===== src/rtl/ate_pkg.sv =====
package ate_pkg;
    typedef enum logic {
        GS_SETTLED = 1'b0,
        GS_PENDING = 1'b1
    } grp_state_t;

    typedef enum logic [1:0] {
        WK_RISE  = 2'd0,
        WK_FALL  = 2'd1,
        WK_TABLE = 2'd2,
        WK_HOLD  = 2'd3
    } wr_kind_t;

    localparam int GRP_MEMBERS_MAX = 3;
    localparam int PAT_SLOTS       = 8;
endpackage


===== src/rtl/ate_cost_store.sv =====
module ate_cost_store
    import ate_pkg::*;
#(
    parameter int ADDR_W   = 8,
    parameter int N_GRP    = 8,
    parameter int E_W      = 8,
    parameter int HOLD_W   = 4,
    parameter int HOLD_RST = 2,
    parameter int IDX_W    = 6
) (
    input  logic                          clk,
    input  logic                          rst_n,
    input  logic                          wr_en,
    input  logic [1:0]                    wr_kind,
    input  logic [IDX_W-1:0]              wr_idx,
    input  logic [E_W-1:0]                wr_data,
    output logic [ADDR_W*E_W-1:0]         rise_cost,
    output logic [ADDR_W*E_W-1:0]         fall_cost,
    output logic [N_GRP*PAT_SLOTS*E_W-1:0] grp_tab,
    output logic [HOLD_W-1:0]             hold_q
);
    localparam int TAB_N = N_GRP * PAT_SLOTS;

    logic [E_W-1:0] rise_q [ADDR_W];
    logic [E_W-1:0] fall_q [ADDR_W];
    logic [E_W-1:0] tab_q  [TAB_N];

    always_ff @(posedge clk or negedge rst_n) begin
        if (!rst_n) begin
            for (int i = 0; i < ADDR_W; i++) begin
                rise_q[i] <= '0;
                fall_q[i] <= '0;
            end
            for (int i = 0; i < TAB_N; i++) begin
                tab_q[i] <= '0;
            end
            hold_q <= HOLD_W'(HOLD_RST);
        end else if (wr_en) begin
            unique case (wr_kind_t'(wr_kind))
                WK_RISE: begin
                    for (int i = 0; i < ADDR_W; i++)
                        if (int'(wr_idx) == i) rise_q[i] <= wr_data;
                end
                WK_FALL: begin
                    for (int i = 0; i < ADDR_W; i++)
                        if (int'(wr_idx) == i) fall_q[i] <= wr_data;
                end
                WK_TABLE: begin
                    for (int i = 0; i < TAB_N; i++)
                        if (int'(wr_idx) == i) tab_q[i] <= wr_data;
                end
                WK_HOLD: hold_q <= wr_data[HOLD_W-1:0];
            endcase
        end
    end

    for (genvar b = 0; b < ADDR_W; b++) begin : g_bitcost
        assign rise_cost[b*E_W +: E_W] = rise_q[b];
        assign fall_cost[b*E_W +: E_W] = fall_q[b];
    end

    for (genvar t = 0; t < TAB_N; t++) begin : g_tab
        assign grp_tab[t*E_W +: E_W] = tab_q[t];
    end
endmodule


===== src/rtl/ate_edge_cost.sv =====
module ate_edge_cost #(
    parameter int ADDR_W = 8,
    parameter int E_W    = 8,
    parameter int SUM_W  = 13
) (
    input  logic [ADDR_W-1:0]     addr_cur,
    input  logic [ADDR_W-1:0]     addr_prev,
    input  logic [ADDR_W*E_W-1:0] rise_cost,
    input  logic [ADDR_W*E_W-1:0] fall_cost,
    output logic [SUM_W-1:0]      edge_sum
);
    always_comb begin
        edge_sum = '0;
        for (int b = 0; b < ADDR_W; b++) begin
            if (addr_cur[b] && !addr_prev[b])
                edge_sum = edge_sum + SUM_W'(rise_cost[b*E_W +: E_W]);
            if (!addr_cur[b] && addr_prev[b])
                edge_sum = edge_sum + SUM_W'(fall_cost[b*E_W +: E_W]);
        end
    end
endmodule


===== src/rtl/ate_group_fsm.sv =====
module ate_group_fsm
    import ate_pkg::*;
#(
    parameter int ADDR_W = 8,
    parameter int E_W    = 8,
    parameter int GIW    = 3,
    parameter int HOLD_W = 4,
    parameter int GID    = 0
) (
    input  logic                      clk,
    input  logic                      rst_n,
    input  logic [ADDR_W-1:0]         addr_cur,
    input  logic [ADDR_W-1:0]         grp_en,
    input  logic [ADDR_W*GIW-1:0]     grp_idx,
    input  logic [PAT_SLOTS*E_W-1:0]  table_row,
    input  logic [HOLD_W-1:0]         hold_q,
    output logic [E_W-1:0]            charge
);
    grp_state_t        state_q, state_d;
    logic [2:0]        pat;
    logic [2:0]        slot;
    logic [2:0]        seen_q, seen_d;
    logic [2:0]        cand_q, cand_d;
    logic [HOLD_W-1:0] cnt_q, cnt_d;
    logic [HOLD_W:0]   hold_eff;
    logic [HOLD_W:0]   cnt_inc;
    logic              fire;
    logic [2:0]        fire_pat;

    // collect up to three member bits, lowest address bit first
    always_comb begin
        pat  = '0;
        slot = '0;
        for (int b = 0; b < ADDR_W; b++) begin
            if (grp_en[b] && (grp_idx[b*GIW +: GIW] == GIW'(GID)) &&
                (slot < 3'(GRP_MEMBERS_MAX))) begin
                pat[slot[1:0]] = addr_cur[b];
                slot = slot + 3'd1;
            end
        end
    end

    assign hold_eff = (hold_q == '0) ? (HOLD_W+1)'(1) : {1'b0, hold_q};
    assign cnt_inc  = {1'b0, cnt_q} + (HOLD_W+1)'(1);

    always_comb begin
        state_d  = state_q;
        seen_d   = seen_q;
        cand_d   = cand_q;
        cnt_d    = cnt_q;
        fire     = 1'b0;
        fire_pat = pat;
        unique case (state_q)
            GS_SETTLED: begin
                if (pat != seen_q) begin
                    if (hold_eff <= (HOLD_W+1)'(1)) begin
                        fire   = 1'b1;
                        seen_d = pat;
                    end else begin
                        state_d = GS_PENDING;
                        cand_d  = pat;
                        cnt_d   = HOLD_W'(1);
                    end
                end
            end
            GS_PENDING: begin
                if (pat == cand_q) begin
                    if (cnt_inc >= hold_eff) begin
                        fire     = 1'b1;
                        fire_pat = cand_q;
                        seen_d   = cand_q;
                        state_d  = GS_SETTLED;
                    end else begin
                        cnt_d = cnt_inc[HOLD_W-1:0];
                    end
                end else if (pat == seen_q) begin
                    state_d = GS_SETTLED;
                end else if (hold_eff <= (HOLD_W+1)'(1)) begin
                    fire    = 1'b1;
                    seen_d  = pat;
                    state_d = GS_SETTLED;
                end else begin
                    cand_d = pat;
                    cnt_d  = HOLD_W'(1);
                end
            end
        endcase
    end

    // state register
    always_ff @(posedge clk or negedge rst_n) begin
        if (!rst_n) begin
            state_q <= GS_SETTLED;
            seen_q  <= '0;
            cand_q  <= '0;
            cnt_q   <= '0;
        end else begin
            state_q <= state_d;
            seen_q  <= seen_d;
            cand_q  <= cand_d;
            cnt_q   <= cnt_d;
        end
    end

    // output
    always_comb begin
        charge = '0;
        if (fire)
            charge = table_row[int'(fire_pat)*E_W +: E_W];
    end
endmodule


===== src/rtl/addr_trans_energy.sv =====
module addr_trans_energy
    import ate_pkg::*;
#(
    parameter int ADDR_W   = 8,
    parameter int N_GRP    = 8,
    parameter int GIW      = 3,
    parameter int E_W      = 8,
    parameter int HOLD_W   = 4,
    parameter int HOLD_RST = 2,
    parameter int ACC_W    = 32,
    localparam int TAB_N   = N_GRP * PAT_SLOTS,
    localparam int IDX_W   = $clog2((TAB_N > ADDR_W) ? TAB_N : ADDR_W),
    localparam int SUM_W   = E_W + $clog2(ADDR_W + N_GRP) + 1
) (
    input  logic                  clk,
    input  logic                  rst_n,
    input  logic [ADDR_W-1:0]     addr_in,
    input  logic [ADDR_W-1:0]     bit_grp_en,
    input  logic [ADDR_W*GIW-1:0] bit_grp_idx,
    input  logic                  wr_en,
    input  logic [1:0]            wr_kind,
    input  logic [IDX_W-1:0]      wr_idx,
    input  logic [E_W-1:0]        wr_data,
    output logic [SUM_W-1:0]      energy_incr,
    output logic [ACC_W-1:0]      energy_total
);
    logic [ADDR_W-1:0]            addr_q, addr_p;
    logic [ADDR_W*E_W-1:0]        rise_cost, fall_cost;
    logic [TAB_N*E_W-1:0]         grp_tab;
    logic [HOLD_W-1:0]            hold_q;
    logic [SUM_W-1:0]             edge_sum;
    logic [E_W-1:0]               grp_charge [N_GRP];
    logic [SUM_W-1:0]             cycle_sum;

    always_ff @(posedge clk or negedge rst_n) begin
        if (!rst_n) begin
            addr_q <= '0;
            addr_p <= '0;
        end else begin
            addr_q <= addr_in;
            addr_p <= addr_q;
        end
    end

    ate_cost_store #(
        .ADDR_W(ADDR_W), .N_GRP(N_GRP), .E_W(E_W),
        .HOLD_W(HOLD_W), .HOLD_RST(HOLD_RST), .IDX_W(IDX_W)
    ) u_store (
        .clk(clk), .rst_n(rst_n),
        .wr_en(wr_en), .wr_kind(wr_kind), .wr_idx(wr_idx), .wr_data(wr_data),
        .rise_cost(rise_cost), .fall_cost(fall_cost),
        .grp_tab(grp_tab), .hold_q(hold_q)
    );

    ate_edge_cost #(.ADDR_W(ADDR_W), .E_W(E_W), .SUM_W(SUM_W)) u_edges (
        .addr_cur(addr_q), .addr_prev(addr_p),
        .rise_cost(rise_cost), .fall_cost(fall_cost),
        .edge_sum(edge_sum)
    );

    for (genvar g = 0; g < N_GRP; g++) begin : g_grp
        ate_group_fsm #(
            .ADDR_W(ADDR_W), .E_W(E_W), .GIW(GIW), .HOLD_W(HOLD_W), .GID(g)
        ) u_fsm (
            .clk(clk), .rst_n(rst_n),
            .addr_cur(addr_q),
            .grp_en(bit_grp_en), .grp_idx(bit_grp_idx),
            .table_row(grp_tab[g*PAT_SLOTS*E_W +: PAT_SLOTS*E_W]),
            .hold_q(hold_q),
            .charge(grp_charge[g])
        );
    end

    always_comb begin
        cycle_sum = edge_sum;
        for (int g = 0; g < N_GRP; g++)
            cycle_sum = cycle_sum + SUM_W'(grp_charge[g]);
    end

    always_ff @(posedge clk or negedge rst_n) begin
        if (!rst_n) begin
            energy_incr  <= '0;
            energy_total <= '0;
        end else begin
            energy_incr  <= cycle_sum;
            energy_total <= energy_total + ACC_W'(cycle_sum);
        end
    end
endmodule


===== config.mk =====
export PLATFORM = sky130hd
export DESIGN_NAME = addr_trans_energy
export DESIGN_NICKNAME = d
export VERILOG_FILES = /design/src/rtl/ate_pkg.sv /design/src/rtl/ate_cost_store.sv /design/src/rtl/ate_edge_cost.sv /design/src/rtl/ate_group_fsm.sv /design/src/rtl/addr_trans_energy.sv
export SDC_FILE = /design/constraint.sdc
export NUM_CORES = 2
export LEC_CHECK = 0
export ABC_AREA = 1
export BUFFER_PORTS_ARGS = -buffer_cell sky130_fd_sc_hd__buf_2
export CAP_MARGIN = 10
export CELL_PAD_IN_SITES_DETAIL_PLACEMENT = 1
export CELL_PAD_IN_SITES_GLOBAL_PLACEMENT = 1
export CORE_UTILIZATION = 52
export CTS_BUF_LIST = sky130_fd_sc_hd__clkbuf_16
export CTS_CLUSTER_SIZE = 20
export DETAILED_ROUTE_END_ITERATION = 8
export PLACE_DENSITY_LB_ADDON = 0.1
export REMOVE_ABC_BUFFERS = 1
export SYNTH_ARGS = -nofsm -noshare
export SYNTH_HDL_FRONTEND = slang
export SYNTH_SLANG_ARGS = --single-unit

===== constraint.sdc =====
create_clock -name clk -period 47.2 [get_ports clk]
set_clock_uncertainty 0.15 [all_clocks]
set_input_delay 9.44 -clock clk [delete_from_list [all_inputs] [get_ports clk]]
set_output_delay 9.44 -clock clk [all_outputs]
set_load 0.005 [all_outputs]

[Yosys cells after proc, flatten, opt, wreduce, memory -nomap -nowiden]
Index checks and enable logic that the tools add are counted.
Word-level totals
  output and inout port bits: 45
  flip-flop bits (word level): 793
  word-level logic and storage cells: 1463
Cells by class
  mux-type cells: 555
  equal/unequal tests: 194
  shift-type cells: 8
  add/sub/neg operators: 80
  bitwise logic cells: 8
  reductions and logical operators: 324
  magnitude comparators: 177
Operator list (count)
  two-way mux 3 bit: 200
  indexed part select 64 x 7 -> 8 bit: 8
  AND reduction 3 bit: 104
  adder 13 x 8 -> 13 bit: 22
  two-way mux 13 bit: 15
  == test 6 bit (second input constant): 32
  logical AND 1 bit: 192
  bitwise mux 3 bit: 56
  two-way mux 4 bit: 41
  < comparator 2 x 3 -> 1 bit (second input constant): 48
  < comparator 3 x 2 -> 1 bit (second input constant): 48
  two-way mux 1 bit: 138
  adder 3 x 1 -> 3 bit (second input constant): 40
  demux 1 bit (select 2 bit): 56
  == test 3 bit (second input constant): 32
  == test 6 x 5 -> 1 bit (second input constant): 16
  greater-or-equal comparator 2 x 1 -> 1 bit (second input constant): 48
  case mux 3 bit (2 select lines): 16
  two-way mux 8 bit: 9
  inequality test 3 bit (second input constant): 24
  case mux 4 bit (2 select lines): 8
  == test 3 x 2 -> 1 bit (second input constant): 16
  == test 3 bit: 16
  == test 6 x 4 -> 1 bit (second input constant): 8
  27 further kinds: 153

[Depth between registers and ports, before layout]
  depth after elaboration: 42
  mapped depth: 115

[Cells and area by module]
Synthesis repeated with hierarchy kept, for this count alone.
Second synthesis, totals
  cells, all modules: 8554
  area total of the unflattened synthesis: 60583.1 um2
By module, submodules not included
  ate_cost_store: instances 1, cells an instance 2932, area an instance 25839.8 um2
  ate_edge_cost: instances 1, cells an instance 1384, area an instance 7867.5 um2
  ate_group_fsm (g_grp[5].u_fsm ...): instances 2, cells an instance 446, area an instance 2803.9 um2
  ate_group_fsm (g_grp[1].u_fsm ...): instances 2, cells an instance 465, area an instance 2612.5 um2
  addr_trans_energy: instances 1, cells an instance 616, area an instance 5079.9 um2
  ate_group_fsm (g_grp[3].u_fsm): instances 1, cells an instance 438, area an instance 2900.3 um2
  ate_group_fsm (g_grp[4].u_fsm): instances 1, cells an instance 466, area an instance 2700.1 um2
  ate_group_fsm (g_grp[0].u_fsm): instances 1, cells an instance 463, area an instance 2686.3 um2
  ate_group_fsm (g_grp[7].u_fsm): instances 1, cells an instance 433, area an instance 2676.3 um2

[Least setup slack after synthesis]
Ideal clock, no wire load.
  path type: input port to flip-flop
  from: input port bit_grp_idx[1]
  to: register energy_total[31]
  required time: 46.927 ns
  library setup time: 0.123 ns
  arrival time: 19.382 ns
  stages: 63
  path slack: 27.545 ns
  buffers on the path: 0
  path through: inv_1 -> nor2_1 -> inv_1 -> nor2_1 -> ha_1 -> a21oi_2 -> nand2_1 -> o21ai_2 -> ha_1 -> o21ai_2 -> nand2_2 -> nand2_2 -> xor2_2 -> inv_1 -> ha_1 -> o21ai_2 -> ha_1 -> nor2_1 -> [... 27 more ...] -> nor2_1 -> nor2_1 -> inv_1 -> nand3_1 -> nand2_1 -> ha_1 -> nand2_1 -> o21ai_0 -> nand3_1 -> nor2_1 -> inv_1 -> nor2_1 -> nand2_1 -> nor2_1 -> nand3_1 -> nor2_1 -> nand4_1 -> xnor2_1
Between the ends
  cells in the longest elaborated chain, start to end: 41
  elaborated cells between the ends (all ways): 737
  those cells by class: 57 x add/sub; 168 x order compare; 31 x eq/ne; 8 x shift; 352 x mux; 121 x reduce/logical
RTL lines
  from (decl): line addr_trans_energy.sv:19  | input logic [ADDR_W*GIW-1:0] bit_grp_idx,
  zero test 3 bit: line ate_group_fsm.sv:35  | if (grp_en[b] && (grp_idx[b*GIW +: GIW] == GIW'(GID)) &&
  logical AND 1 bit: line ate_group_fsm.sv:35
  two-way mux 1 bit: line ate_group_fsm.sv:35
  < comparator 1 x 2 -> 1 bit: line ate_group_fsm.sv:36  | (slot < 3'(GRP_MEMBERS_MAX))) begin
  logical AND 1 bit: line ate_group_fsm.sv:35
  two-way mux 3 bit: line ate_group_fsm.sv:35
  < comparator 3 x 2 -> 1 bit: line ate_group_fsm.sv:36
  logical AND 1 bit: line ate_group_fsm.sv:35
  [... 20 more ...]
  two-way mux 3 bit / two-way mux 1 bit (equally long branches): line ate_group_fsm.sv:67, ate_group_fsm.sv:76
  two-way mux 3 bit / two-way mux 1 bit (equally long branches): line ate_group_fsm.sv:53, ate_group_fsm.sv:67
  indexed part select 64 x 7 -> 8 bit / case mux 1 bit (2 select lines) (equally long branches): line ate_group_fsm.sv:109, ate_group_fsm.sv:53
  two-way mux 8 bit: line ate_group_fsm.sv:108  | if (fire)
  adder 13 x 8 -> 13 bit (7 in series): line addr_trans_energy.sv:77  | cycle_sum = cycle_sum + SUM_W'(grp_charge[g]);
  adder 13 x 8 -> 13 bit *: line addr_trans_energy.sv:77
  via cycle_sum[12]: line addr_trans_energy.sv:33  | logic [SUM_W-1:0] cycle_sum;
  adder 32 x 13 -> 32 bit *: line addr_trans_energy.sv:86  | energy_total <= energy_total + ACC_W'(cycle_sum);
  to (signal assigned): line addr_trans_energy.sv:86
  to (decl): line addr_trans_energy.sv:25  | output logic [ACC_W-1:0] energy_total
Mark *: on every way through the listed nets, which the timed path passes. The rest lies on a longest branch.
A chain may end at the register's enable or synchronous reset.

[Final worst setup path]
  from: input port bit_grp_idx[0]
  to: register energy_total[31]
Same word-level chain as after synthesis.

==> impl_metrics.json <==
{
  "status": "complete, no violations",
  "synthMuxAreaShare": 0.00595,
  "setup_viol": 0,
  "hold_buffers": 0,
  "antenna_found_initial": 8,
  "worstReg2RegStart": "addr_q[0]",
  "yosysWarnings": 0,
  "pwr_density_cell_mw_per_mm2": 42.4,
  "core_mm2": 0.0989,
  "synth_seq_cells": 793,
  "io_buffers": 103,
  "p_int_uw": 1440,
  "cts_tree": "done",
  "postLayoutCellArea_mm2": 0.0564,
  "multi_input_area_mm2": 0.0286,
  "dp_hpwl_mm": 119,
  "r2r_slack_ns": 25.84,
  "yosys.area_share.simple": 0.233,
  "min_path_type": "reg -> reg",
  "critPathLaunchType": "input port",
  "grt-ovfl-total": 0,
  "drt_wl_total_mm": 168,
  "cap_violations": 0,
  "synth-xor-area-share": 0.0305,
  "die_w_um": 319,
  "post_cts_buffers": 0,
  "vias": 46600,
  "clkPwrFrac": 0.291,
  "synth-main-ff-cell": "dfrtp_1",
  "fin_crit_ns": 22.17,
  "synth_top_family_by_area": "simple AND/OR/NAND/NOR gates",
  "p_sw_frac": 0.397,
  "cpPeakStageDelay_ns": 0.91,
  "leakagePower_uw": 0.0274,
  "nets": 7115,
  "slew-limit-headroom": 0.179,
  "avgSynthCellArea_um2": 7.83,
  "fin_crit_sh": 0.470,
  "synthAdderAreaFrac": 0.112,
  "area_delta_synth_final_pct": 8.14,
  "synth_edf_count": 0,
  "slew_violations": 0,
  "seqCellArea_mm2": 0.0198,
  "rows": 115,
  "drcViolationCount": 0,
  "gp_congestion": 0.928,
  "arrival_ns": 22.59,
  "path_class": "in -> reg",
  "path_delay_family": "simple AND/OR/NAND/NOR gates",
  "ant_nets": 0,
  "startpoint": "bit_grp_idx[0]",
  "clock-root-buffer": "clkbuf_16",
  "endpoint": "energy_total[31]",
  "drt_pass1_iterations": 5,
  "worstPathMaxFanout": 40,
  "crit_buf_inv": 8,
  "viasPerCell": 5.83,
  "r2r_end": "energy_total[31]",
  "dp_slack_ns": 24.65,
  "grt_max_degree": 80,
  "cts_sinks": 793,
  "ctsHtreeMaxLevel": 3,
  "placedCellCount": 7832,
  "dieArea_mm2": 0.102,
  "placed_area_mm2": 0.0535,
  "hold_viol_final": 0,
  "synthesis.area_mm2": 0.0521,
  "final_cells": 7998,
  "clkSlewWorstSetupHoldPaths_ns": 0.06,
  "wl_per_cell_um": 21.0,
  "clk_path_buf_depth": 3,
  "drive_above_1_share": 0.0958,
  "peakVddDrop_v": 0.0000361,
  "async_flop_share": 1.00,
  "cts_resized": 0,
  "synthCells": 6661,
  "ys_types": 71,
  "grt_pass1_wl_mm": 271,
  "pwr-share-comb": 0.374,
  "n_fill_cell": 12200,
  "grt_pass1_vias": 48700,
  "rsz0062_at_grt": "false",
  "insertion_delay_ns": 0.68,
  "tns_ns": 0,
  "cp-end-kind": "register",
  "yosysSeqAreaShare": 0.381,
  "cp_slowest_cell": "inv_1",
  "initial_utilization": 0.527,
  "switchingPower_uw": 949,
  "io-pin-count": 104,
  "setup_ws_ns": 25.03,
  "track_usage": 0.334,
  "cts_buffers": 90,
  "p_seq_frac": 0.336,
  "required_ns": 47.62,
  "worst_pin_slew_ns": 1.23,
  "drt_iter0_drc": 3334,
  "cp_num_cells": 61,
  "die_h_um": 319,
  "worstRegToRegCells": 96,
  "max_freq_ghz": 0.0451,
  "synth_compound_area_frac": 0.167
}
-- power groups by stage --
stage	registers, uW	logic, uW	clock network (uW)
after floorplan	800	604	0
after global placement	809	830	0
after detailed placement	812	879	0
after CTS	801	891	706
after global routing	809	1000	731
final	802	892	695
-- worst register-to-register path, delay by kind of cell, from the launching register on --
kind / cells / cell delay, ns
buffers and inverters: 17 / 1.53
DFF: 1 / 0.50
AOI/OAI and AO/OA: 20 / 4.98
adders and majority gates: 22 / 9.08
xor gates and xnor gates: 5 / 0.78
and+or+nand+nor: 32 / 4.23
-- cell families (layout without fill, tap and decap cells) --
group	after synthesis	after routing
adder cells (fa/ha/maj)	419	419
buffers and inverters	942	991
flip-flops	793	793
XOR/XNOR	158	158
multiplexers	31	31
AO/OA/AOI/OAI	1510	1510
AND/OR/NAND/NOR	2808	2808
other	0	1
-- cell usage in the layout, fill, tap and decap left out, types with 17 or more instances in the layout --
master,Yosys,final
o21ai_1,48,48
o21ai_2,42,42
clkinv_1,5,33
o211ai_1,167,167
inv_2,72,72
xnor2_1,43,43
o22ai_1,17,17
mux2i_1,31,31
o21ai_0,937,937
nand2_1,1758,1757
or2_2,54,54
inv_1,595,602
buf_2,37,102
xor2_1,95,95
dfrtp_1,792,792
clkbuf_16,0,92
nand4_1,53,53
o221ai_1,19,19
o21bai_1,36,36
nand3_2,17,17
nor2_1,375,375
fa_1,79,79
nand3b_1,25,25
a21oi_1,163,163
buf_4,12,46
nand2_2,57,58
nor3_1,22,18
nand3_1,362,362
ha_1,340,340
clkinv_2,2,26
-- synthesized netlist by cell type, types with 53 or more instances --
master / number / area share
a21oi_1: 163 / 0.016
clkbuf_1: 202 / 0.015
dfrtp_1: 792 / 0.38
fa_1: 79 / 0.030
ha_1: 340 / 0.082
inv_1: 595 / 0.043
inv_2: 72 / 0.0052
nand2_1: 1758 / 0.13
nand2_2: 57 / 0.0068
nand3_1: 362 / 0.035
nand4_1: 53 / 0.0064
nor2_1: 375 / 0.027
o211ai_1: 167 / 0.024
o21ai_0: 937 / 0.090
or2_2: 54 / 0.0065
xor2_1: 95 / 0.016
-- stage by stage --
step,power (uW),util,hold WS (ns)
global placement,1640,0.541,0.307
floorplan,1400,-,0.294
detailed placement,1690,0.541,0.316
global route,2540,0.570,0.337
CTS,2400,0.570,0.324
finish,2390,0.570,0.317
-- sequential cells by signal (all words and copies together) (netlist names), 13 cells and up --
name	count
u_store.grp_tab	512
g_grp.u_fsm.cand_q	24
g_grp.u_fsm.seen_q	24
g_grp.u_fsm.cnt_q	32
u_store.fall_cost	64
energy_incr	13
u_store.rise_cost	64
energy_total	32
-- worst min path at each step --
stage / startpoint / endpoint / slack [ns] / cells past startpoint
final: energy_total[31] / energy_total[31] / 0.32 / 1
after global routing: energy_total[31] / energy_total[31] / 0.34 / 1
after CTS: energy_total[31] / energy_total[31] / 0.32 / 1
after detailed placement: energy_total[31] / energy_total[31] / 0.32 / 1
after global placement: u_store.grp_tab[287] / u_store.grp_tab[287] / 0.31 / 2
after floorplan: u_store.grp_tab[199] / u_store.grp_tab[199] / 0.29 / 2
-- layer usage --
layer	global-route usage	wire, um	share of wire	up-vias
li1	-	-	-	21900
met1	0.437	73100	0.44	23300
met2	0.562	80100	0.48	1082
met3	0.0490	8370	0.050	315
met4	0.122	6010	0.036	10
met5	0	65	0.00039	-
-- cell type report --
class / instances / share of cell area
antenna: 1 / 0.0000444
clock inverter: 73 / 0.00979
clock buffer: 92 / 0.0408
tap: 1287 / 0.0286
inverter: 677 / 0.0454
timing repair buffer: 149 / 0.0154
sequential: 793 / 0.352
multi-input combinational: 4926 / 0.508
Power figures use the tool's default switching activity.
